[src/rtl/pps_pkg.sv]
package pps_pkg;
  typedef enum logic [2:0] {
    PS_OFF   = 3'd0,
    PS_BLANK = 3'd1,
    PS_ON    = 3'd2,
    PS_INT   = 3'd3,
    PS_LOCK  = 3'd4
  } pwr_state_e;

  typedef enum logic [1:0] {
    OWN_NONE = 2'd0,
    OWN_PB   = 2'd1,
    OWN_UV   = 2'd2
  } owner_e;
endpackage

[src/rtl/pps_sync.sv]
module pps_sync #(
  parameter int unsigned     WIDTH   = 1,
  parameter int unsigned     STAGES  = 2,
  parameter logic [WIDTH-1:0] RST_VAL = '1
) (
  input  logic             clk_i,
  input  logic             rst_ni,
  input  logic [WIDTH-1:0] d_i,
  output logic [WIDTH-1:0] q_o
);
  logic [STAGES-1:0][WIDTH-1:0] stg_q;

  always_ff @(posedge clk_i or negedge rst_ni) begin
    if (!rst_ni) begin
      stg_q <= {STAGES{RST_VAL}};
    end else begin
      stg_q[0] <= d_i;
      for (int s = 1; s < STAGES; s++) stg_q[s] <= stg_q[s-1];
    end
  end

  assign q_o = stg_q[STAGES-1];
endmodule

[src/rtl/pps_timer.sv]
module pps_timer #(
  parameter int unsigned W = 8
) (
  input  logic         clk_i,
  input  logic         rst_ni,
  input  logic         clr_i,
  input  logic         inc_i,
  output logic [W-1:0] cnt_o
);
  always_ff @(posedge clk_i or negedge rst_ni) begin
    if (!rst_ni)      cnt_o <= '0;
    else if (clr_i)   cnt_o <= {{(W-1){1'b0}}, inc_i};
    else if (inc_i)   cnt_o <= cnt_o + 1'b1;
  end
endmodule

[src/rtl/pps_fsm.sv]
module pps_fsm
  import pps_pkg::*;
#(
  parameter int unsigned DEB_T   = 32,
  parameter int unsigned BLANK_T = 512,
  parameter int unsigned PD_T    = 64,
  parameter int unsigned LOCK_T  = 64,
  parameter int unsigned INT_T   = 32,
  parameter int unsigned EXTRA_W = 12,
  parameter int unsigned TW      = 13,
  parameter int unsigned IW      = 6
) (
  input  logic               clk_i,
  input  logic               rst_ni,
  input  logic               tick_i,
  input  logic               pb_s_i,
  input  logic               uv_s_i,
  input  logic               kill_s_i,
  input  logic [EXTRA_W-1:0] extra_i,
  input  logic [TW-1:0]      m_cnt_i,
  input  logic [IW-1:0]      i_cnt_i,
  output logic               m_clr_o,
  output logic               m_inc_o,
  output logic               i_clr_o,
  output logic               i_inc_o,
  output pwr_state_e         state_o,
  output owner_e             owner_o,
  output logic               pwr_on_o,
  output logic               int_act_o
);
  localparam logic [TW-1:0] DEB_LAST   = TW'(DEB_T - 1);
  localparam logic [TW-1:0] BLANK_LAST = TW'(BLANK_T - 1);
  localparam logic [TW-1:0] LOCK_LAST  = TW'(LOCK_T - 1);
  localparam logic [IW-1:0] INT_FULL   = IW'(INT_T);

  pwr_state_e st_q, st_d;
  owner_e     own_q, own_d;
  logic       rel_q, rel_d;
  logic       owner_low;
  logic [TW-1:0] pd_last;

  assign pd_last = TW'(PD_T) + TW'(extra_i) - 1'b1;

  always_comb begin
    unique case (own_q)
      OWN_PB:  owner_low = !pb_s_i;
      OWN_UV:  owner_low = !uv_s_i;
      default: owner_low = 1'b0;
    endcase
  end

  always_comb begin
    st_d    = st_q;
    own_d   = own_q;
    rel_d   = rel_q;
    m_clr_o = 1'b0;
    m_inc_o = 1'b0;
    i_clr_o = 1'b0;
    i_inc_o = 1'b0;
    unique case (st_q)
      PS_OFF: begin
        if (!pb_s_i && uv_s_i) begin
          m_inc_o = tick_i;
          if (tick_i && m_cnt_i == DEB_LAST) begin
            st_d    = PS_BLANK;
            m_clr_o = 1'b1;
            m_inc_o = 1'b0;
          end
        end else begin
          m_clr_o = 1'b1;
        end
      end
      PS_BLANK: begin
        m_inc_o = tick_i;
        if (tick_i && m_cnt_i == BLANK_LAST) begin
          m_clr_o = 1'b1;
          m_inc_o = 1'b0;
          st_d    = kill_s_i ? PS_ON : PS_LOCK;
        end
      end
      PS_ON: begin
        if (!kill_s_i) begin
          st_d    = PS_LOCK;
          own_d   = OWN_NONE;
          m_clr_o = 1'b1;
        end else if (own_q == OWN_NONE) begin
          // button wins a simultaneous claim
          if (!pb_s_i)      own_d = OWN_PB;
          else if (!uv_s_i) own_d = OWN_UV;
          if (!pb_s_i || !uv_s_i) begin
            m_clr_o = 1'b1;
            m_inc_o = tick_i;
          end
        end else if (!owner_low) begin
          own_d   = OWN_NONE;
          m_clr_o = 1'b1;
        end else begin
          m_inc_o = tick_i;
          if (tick_i && m_cnt_i == DEB_LAST) begin
            st_d    = PS_INT;
            i_clr_o = 1'b1;
            rel_d   = 1'b0;
          end
        end
      end
      PS_INT: begin
        if (!kill_s_i) begin
          st_d    = PS_LOCK;
          own_d   = OWN_NONE;
          m_clr_o = 1'b1;
        end else if (!rel_q && owner_low && tick_i && m_cnt_i == pd_last) begin
          st_d    = PS_LOCK;
          own_d   = OWN_NONE;
          m_clr_o = 1'b1;
        end else begin
          i_inc_o = tick_i && (i_cnt_i != INT_FULL);
          if (!rel_q) begin
            if (owner_low) m_inc_o = tick_i;
            else           rel_d   = 1'b1;
          end
          if (rel_q && i_cnt_i == INT_FULL) begin
            st_d    = PS_ON;
            own_d   = OWN_NONE;
            m_clr_o = 1'b1;
          end
        end
      end
      PS_LOCK: begin
        m_inc_o = tick_i;
        if (tick_i && m_cnt_i == LOCK_LAST) begin
          st_d    = PS_OFF;
          m_clr_o = 1'b1;
          m_inc_o = 1'b0;
        end
      end
      default: begin
        st_d    = PS_OFF;
        own_d   = OWN_NONE;
        m_clr_o = 1'b1;
      end
    endcase
  end

  always_ff @(posedge clk_i or negedge rst_ni) begin
    if (!rst_ni) begin
      st_q      <= PS_OFF;
      own_q     <= OWN_NONE;
      rel_q     <= 1'b0;
      pwr_on_o  <= 1'b0;
      int_act_o <= 1'b0;
    end else begin
      st_q      <= st_d;
      own_q     <= own_d;
      rel_q     <= rel_d;
      pwr_on_o  <= (st_d == PS_BLANK) || (st_d == PS_ON) || (st_d == PS_INT);
      int_act_o <= (st_d == PS_INT);
    end
  end

  assign state_o = st_q;
  assign owner_o = own_q;
endmodule

[src/rtl/pbtn_power_seq.sv]
module pbtn_power_seq
  import pps_pkg::*;
#(
  parameter int unsigned DEB_MS      = 32,
  parameter int unsigned BLANK_MS    = 512,
  parameter int unsigned PD_MS       = 64,
  parameter int unsigned LOCK_MS     = 64,
  parameter int unsigned INT_MIN_MS  = 32,
  parameter int unsigned EXTRA_W     = 12,
  parameter int unsigned SYNC_STAGES = 2,
  parameter bit          EN_ACT_HIGH = 1'b1
) (
  input  logic               clk_i,
  input  logic               rst_ni,
  input  logic               tick_i,
  input  logic               pb_ni,
  input  logic               uvlo_ni,
  input  logic               kill_ni,
  input  logic [EXTRA_W-1:0] extra_ms_i,
  output logic               en_o,
  output logic               int_no
);
  localparam int unsigned PD_MAX  = PD_MS + (1 << EXTRA_W);
  localparam int unsigned CNT_MAX = (BLANK_MS > PD_MAX) ? BLANK_MS : PD_MAX;
  localparam int unsigned TW      = $clog2(CNT_MAX + 1);
  localparam int unsigned IW      = $clog2(INT_MIN_MS + 1);

  logic          pb_s, uv_s, kill_s;
  logic [2:0]    raw_in, syn_in;
  logic          m_clr, m_inc, i_clr, i_inc;
  logic [TW-1:0] m_cnt;
  logic [IW-1:0] i_cnt;
  pwr_state_e    st;
  owner_e        own;
  logic          pwr_on, int_act;

  assign raw_in = {kill_ni, uvlo_ni, pb_ni};

  pps_sync #(.WIDTH(3), .STAGES(SYNC_STAGES), .RST_VAL(3'b111)) u_sync (
    .clk_i (clk_i),
    .rst_ni(rst_ni),
    .d_i   (raw_in),
    .q_o   (syn_in)
  );

  assign pb_s   = syn_in[0];
  assign uv_s   = syn_in[1];
  assign kill_s = syn_in[2];

  pps_timer #(.W(TW)) u_tmr_main (
    .clk_i (clk_i),
    .rst_ni(rst_ni),
    .clr_i (m_clr),
    .inc_i (m_inc),
    .cnt_o (m_cnt)
  );

  pps_timer #(.W(IW)) u_tmr_int (
    .clk_i (clk_i),
    .rst_ni(rst_ni),
    .clr_i (i_clr),
    .inc_i (i_inc),
    .cnt_o (i_cnt)
  );

  pps_fsm #(
    .DEB_T  (DEB_MS),
    .BLANK_T(BLANK_MS),
    .PD_T   (PD_MS),
    .LOCK_T (LOCK_MS),
    .INT_T  (INT_MIN_MS),
    .EXTRA_W(EXTRA_W),
    .TW     (TW),
    .IW     (IW)
  ) u_fsm (
    .clk_i    (clk_i),
    .rst_ni   (rst_ni),
    .tick_i   (tick_i),
    .pb_s_i   (pb_s),
    .uv_s_i   (uv_s),
    .kill_s_i (kill_s),
    .extra_i  (extra_ms_i),
    .m_cnt_i  (m_cnt),
    .i_cnt_i  (i_cnt),
    .m_clr_o  (m_clr),
    .m_inc_o  (m_inc),
    .i_clr_o  (i_clr),
    .i_inc_o  (i_inc),
    .state_o  (st),
    .owner_o  (own),
    .pwr_on_o (pwr_on),
    .int_act_o(int_act)
  );

  generate
    if (EN_ACT_HIGH) begin : g_en_hi
      assign en_o = pwr_on;
    end else begin : g_en_lo
      assign en_o = ~pwr_on;
    end
  endgenerate

  assign int_no = ~int_act;
endmodule

[config.mk]
export PLATFORM = sky130hd
export DESIGN_NAME = pbtn_power_seq
export DESIGN_NICKNAME = d
export VERILOG_FILES = /design/src/rtl/pps_pkg.sv /design/src/rtl/pps_sync.sv /design/src/rtl/pps_timer.sv /design/src/rtl/pps_fsm.sv /design/src/rtl/pbtn_power_seq.sv
export SDC_FILE = /design/constraint.sdc
export NUM_CORES = 1
export LEC_CHECK = 0
export BUFFER_PORTS_ARGS = -buffer_cell sky130_fd_sc_hd__clkbuf_2
export CAP_MARGIN = 20
export CORE_ASPECT_RATIO = 1.4
export CORE_MARGIN = 10
export CORE_UTILIZATION = 50
export DETAILED_ROUTE_END_ITERATION = 8
export PLACE_DENSITY = 0.7
export SYNTH_ARGS = -nofsm -noshare
export SYNTH_HDL_FRONTEND = slang
export SYNTH_SLANG_ARGS = --single-unit
export TNS_END_PERCENT = 1
[constraint.sdc]
create_clock -name clk_i -period 4.1 [get_ports clk_i]
set_clock_uncertainty 0.05 [all_clocks]
set_input_delay 0.82 -clock clk_i [delete_from_list [all_inputs] [get_ports clk_i]]
set_output_delay 0.82 -clock clk_i [all_outputs]
set_load 0.01 [all_outputs]
# After elaboration in Yosys (flattened, before gate mapping)
# Index checks and enable logic that the tools add are counted.
# classes
n_addsub,4
n_eq_ne,24
n_mux,66
n_bitwise,2
n_reduce_logical,23
# op_table
cell,n
1-bit 2-to-1 mux,36
3-bit 2-to-1 mux,12
13-bit 2-to-1 mux,2
2-bit 2-to-1 mux,8
3-bit one-hot mux with 5 select lines,1
13-bit by 1-bit adder with 13-bit output (second input constant),1
7-bit by 12-bit adder with 13-bit output (first input constant),1
13-bit equality test,1
13-bit by 5-bit equality test with 1-bit output (second input constant),1
13-bit by 6-bit equality test with 1-bit output (second input constant),1
13-bit by 9-bit equality test with 1-bit output (second input constant),1
13-bit by 1-bit subtractor with 13-bit output (second input constant),1
3-bit by 2-bit equality test with 1-bit output (second input constant),4
6-bit 2-to-1 mux,2
1-bit one-hot mux with 5 select lines,2
1-bit logical AND,9
2-bit != test (second input constant),4
7-bit AND reduction,1
6-bit by 1-bit adder with 6-bit output (second input constant),1
3-bit by 1-bit equality test with 1-bit output (second input constant),2
6-bit equality test (second input constant),1
6-bit != test (second input constant),1
2-bit one-hot mux with 3 select lines,1
2-bit nonzero test,3
15 further kinds,22
# word_totals
regBits,33
in_bits,18
output_inout_bits,2
elab_cells,128

# Depth between registers and ports, before layout
# depth
depth_word,11
depth_mapped,11
ltp_nobuf,10

# Modules after synthesis
# A second synthesis with hierarchy kept.
# hier_totals
cells_unflattened,276
area_unflattened_um2,2392.3
# modules_own_cells
mod,n_inst,cells_per_inst,area_per_inst_um2
pps_fsm,1,177,1277.5
pps_timer at u_tmr_main,1,65,659.4
pps_timer at u_tmr_int,1,24,271.5
pps_sync,1,9,180.2
pbtn_power_seq,1,1,3.8

# Least setup slack after synthesis
# No wires, ideal clock.
# synth_timing
path_kind,input to register
startpoint,in extra_ms_i[2]
endpoint,reg u_tmr_main.cnt_o[0]
setup_ps,134
arrival_ps,2984
required_ps,3916
setup_slack_ps,932
stages,8
cell_sequence,nor4_4 -> a211oi_1 -> or4b_1 -> o22ai_1 -> a211oi_2 -> a221o_1 -> a2111o_1 -> xnor2_1
# synth_via
elab_chain_len,8
# synth_lines
element,line_no,text
start: declaration,pbtn_power_seq.sv:19,"input logic [EXTRA_W-1:0] extra_ms_i,"
7-bit by 12-bit adder with 13-bit output *,pps_fsm.sv:42,assign pd_last = TW'(PD_T) + TW'(extra_i) - 1'b1;
13-bit by 1-bit subtractor with 13-bit output *,pps_fsm.sv:42,
13-bit equality test *,pps_fsm.sv:111,end else if (!rel_q && owner_low && tick_i && m_cnt_i == pd_last) begin
1-bit logical AND *,pps_fsm.sv:111,
1-bit 2-to-1 mux,pps_fsm.sv:111,
1-bit 2-to-1 mux,pps_fsm.sv:107,if (!kill_s_i) begin
1-bit one-hot mux with 5 select lines,pps_fsm.sv:60,unique case (st_q)
13-bit 2-to-1 mux or 2-bit nonzero test (tied branches),n/a,
end signal: assignment,pps_timer.sv:12,"else if (clr_i) cnt_o <= {{(W-1){1'b0}}, inc_i};"
end signal: assignment,pps_timer.sv:13,else if (inc_i) cnt_o <= cnt_o + 1'b1;
end: declaration,pps_timer.sv:8,output logic [W-1:0] cnt_o
# Every way passes the cells marked *; elsewhere a longest branch is shown, timed or not.
# A chain may end at the register's enable or synchronous reset.

# Worst setup path in the final report
# layout_timing
startpoint,in extra_ms_i[2]
endpoint,reg u_tmr_main.cnt_o[11]
# The elaborated chain is that of the path after synthesis.

==> out/results.tsv <==
stage	metric	value	unit
status	status	finished, final reports clean	
global_routing	antenna_found_initial	0	
critical_path	crit_fanout	14	
final_layout	layout_common_cells	31 x nor2_1, 27 x dfrtp_1, 26 x nand2_1	
global_routing	grt_overflow	0	
floorplan	num_io_pins	20	
yosys	synth_top_cell_by_area	dfrtp_1	
final_layout	drive_gt1_frac	0.153	
floorplan	die-area	8000	um2
route	vias	2050	
critical_path	cp.required	4.26	ns
global_routing	grt_pass1_vias	1961	
placement	placed_area	2520	um2
timing	max_slew_margin	0.470	
global_routing	grt_pass1_wl	8760	um
final_layout	diodes	0	
final_layout	final_common_cell	nor2_1	
final_layout	nets	324	
yosys	synth_area	2390	um2
clock_tree	clock_sinks	33	
critical_path	start_kind	input port	
placement	gp_congestion	0.812	
yosys	synth_edf_count	0	
clock_tree	clockBufferDepth	2	
global_routing	track_usage	0.132	
timing	worst_pin_slew	0.795	ns
route	wl_per_cell	14.4	um
placement	dp_slack	0.441	ns
run	cap_violations	0	
yosys	synth-main-ff-cell	dfrtp_1	
yosys	netlist.area_leader.share	0.282	
route	ant_nets	0	
hold_path	hp-class	reg -> reg	
clock_tree	cts_max_level	2	
clock_tree	clock_latency	0.28	ns
route	via_per_inst	5.66	
yosys	ys_top_cells_by_area	dfrtp_1 28%, xnor2_1 8.0%, dfstp_2 6.6%	
floorplan	coreArea	4570	um2
route	drtIter0Drc	111	
clock_tree	postCtsHoldBufs	0	
power	power_leakage	0.00109	uW
clock_tree	cts_buffers	5	
yosys	synth_compound_gate_area_share	0.162	
global_routing	grt_start_max_net_pins	34	
yosys	synth-xor-area-share	0.0951	
route	routed_wl	5210	um
timing	fin_tns_setup	0	ns
placement	dp_hpwl	4140	um
clock_tree	cts_resized	0	
timing	finalHoldViolCount	0	
yosys	muxShareOfSynthArea	0.0251	
yosys	synth-simple-area-share	0.269	
final_layout	finalInstanceArea	2640	um2
final_layout	area_delta_synth_final	10.1	%
yosys	ys_seq_elements	33	
timing	finalCritPeriodShare	0.820	
floorplan	die_w	78.5	um
timing	setup_ws	0.737	ns
clock_tree	root_buffer	clkbuf_8	
clock_tree	cts_setup_buffers	0	
timing	slew_viol_final	0	
yosys	synth_cells	283	
timing	finalSetupViolCount	0	
critical_path	endpoint_kind	flip-flop	
yosys	avgSynthCellArea	8.46	um2
placement	io_buffers	19	
yosys	synth_top_family_by_area	simple AND/OR/NAND/NOR gates	
power	power_density	263	nW/um2
yosys	async_flop_share	1.00	
clock_tree	cts_tree	done	
floorplan	die_y	102	um
route	first_pass_iters	5	
yosys	ys_seq_area_frac	0.348	
timing	fin_crit	3.36	ns
yosys	synth-adder-area-share	0.0366	
clock_tree	clk_transition_reported_paths	0.07	ns
floorplan	initial_utilization	0.524	
yosys	ys_warn_count	0	
timing	fmax	297	MHz
floorplan	rows	29	
critical_path	worstPathArrival	3.52	ns
yosys	synth_fp_nets	308	
route	drc	0	
yosys	ys_types	53	
timing	rsz0062_at_grt	false	
critical_path	criticalPathCategory	in -> reg	
power	peakVddDrop	0.247	mV
==> synth_stat cells (all sizes together), types with 2 or more instances <==
cell,count
nand4,9
a2111oi,6
a211o,2
nand2,26
nand3,14
nor2b,5
dfrtp,27
ha,7
a21o,3
and3b,2
mux2i,6
or3,2
o41ai,2
nor3b,2
nor4b,3
xnor2,22
nand2b,4
xor2,4
nand3b,3
dfstp,6
nor4,6
o311ai,2
a211oi,8
buf,2
and3,3
inv,23
a21oi,7
or2,2
clkbuf,11
nor2,31
a31o,3
nor3,5
o21ai,11
==> worst max-delay path, stage by stage <==
cell      delay [ns]
clkbuf_2        0.14
nor4_4          0.44
a211oi_1        0.13
or4b_1          0.53
o22ai_1         0.21
a211oi_2        0.05
buf_4           0.19
a221o_1         0.37
a211o_1         0.47
a21oi_1         0.17
==> per-layer routing <==
metal,up-vias,global-route usage,share of wire
met5,-,0,0
met4,0,0.0456,0.017
met3,11,0.0325,0.035
met2,35,0.258,0.55
met1,957,0.133,0.40
li1,1047,-,-
==> state kept, by name (all words and copies together) (netlist names), 2 cells and up <==
name              flops
u_sync.q_o            3
u_fsm.owner_o         2
u_sync.stg_q          3
u_fsm.state_o         3
u_tmr_int.cnt_o       6
u_tmr_main.cnt_o     13
==> path summary, 6_finish.rpt <==
check,startpoint,end,slack (ns),cells after the start
min in group asynchronous,rst_ni,u_fsm.owner_o[1],0.56,1
min,u_sync.stg_q[0],u_sync.q_o[0],0.31,0
max reg2reg,u_tmr_main.cnt_o[8],u_tmr_main.cnt_o[11],1.15,9
max in group asynchronous,rst_ni,u_tmr_main.cnt_o[8],2.94,1
min reg2reg,u_sync.stg_q[0],u_sync.q_o[0],0.31,0
max,extra_ms_i[2],u_tmr_main.cnt_o[11],0.74,10
==> cell families (layout without fill, tap and decap cells) <==
kind of cell,after synthesis,after routing
compound gates,53,53
xor+xnor,26,26
fa+ha+maj,7,7
buf+inv,36,53
flops,33,33
mux,6,6
simple gates,122,122
==> final cells by class <==
cell class | count | area (um2)
multi-input combinational | 214 | 1410
inverter | 23 | 86.3
clock inverter | 3 | 46.3
clock buffer | 5 | 68.8
sequential | 33 | 833
fill | 437 | 1930
timing repair buffer | 22 | 118
tap | 62 | 77.6
==> where the power goes <==
| part | internal (uW) | leakage, uW | switching [uW] |
|---|---|---|---|
| Clock | 182 | 0.0000543 | 121 |
| Combinational | 21.1 | 0.000613 | 34.1 |
| Sequential | 332 | 0.000424 | 3.58 |
| Total | 534 | 0.00109 | 159 |
==> stage by stage <==
stage / power (uW) / cells / hold WS [ns] / utilization
floorplan: 370 / 283 / 0.295 / -
global placement: 396 / 354 / 0.295 / 0.552
detailed placement: 397 / 354 / 0.298 / 0.552
CTS: 701 / 362 / 0.308 / 0.577
global route: 722 / 362 / 0.315 / 0.577
finish: 693 / 362 / 0.307 / 0.577
Note: power is estimated with default switching activity, not from simulation.
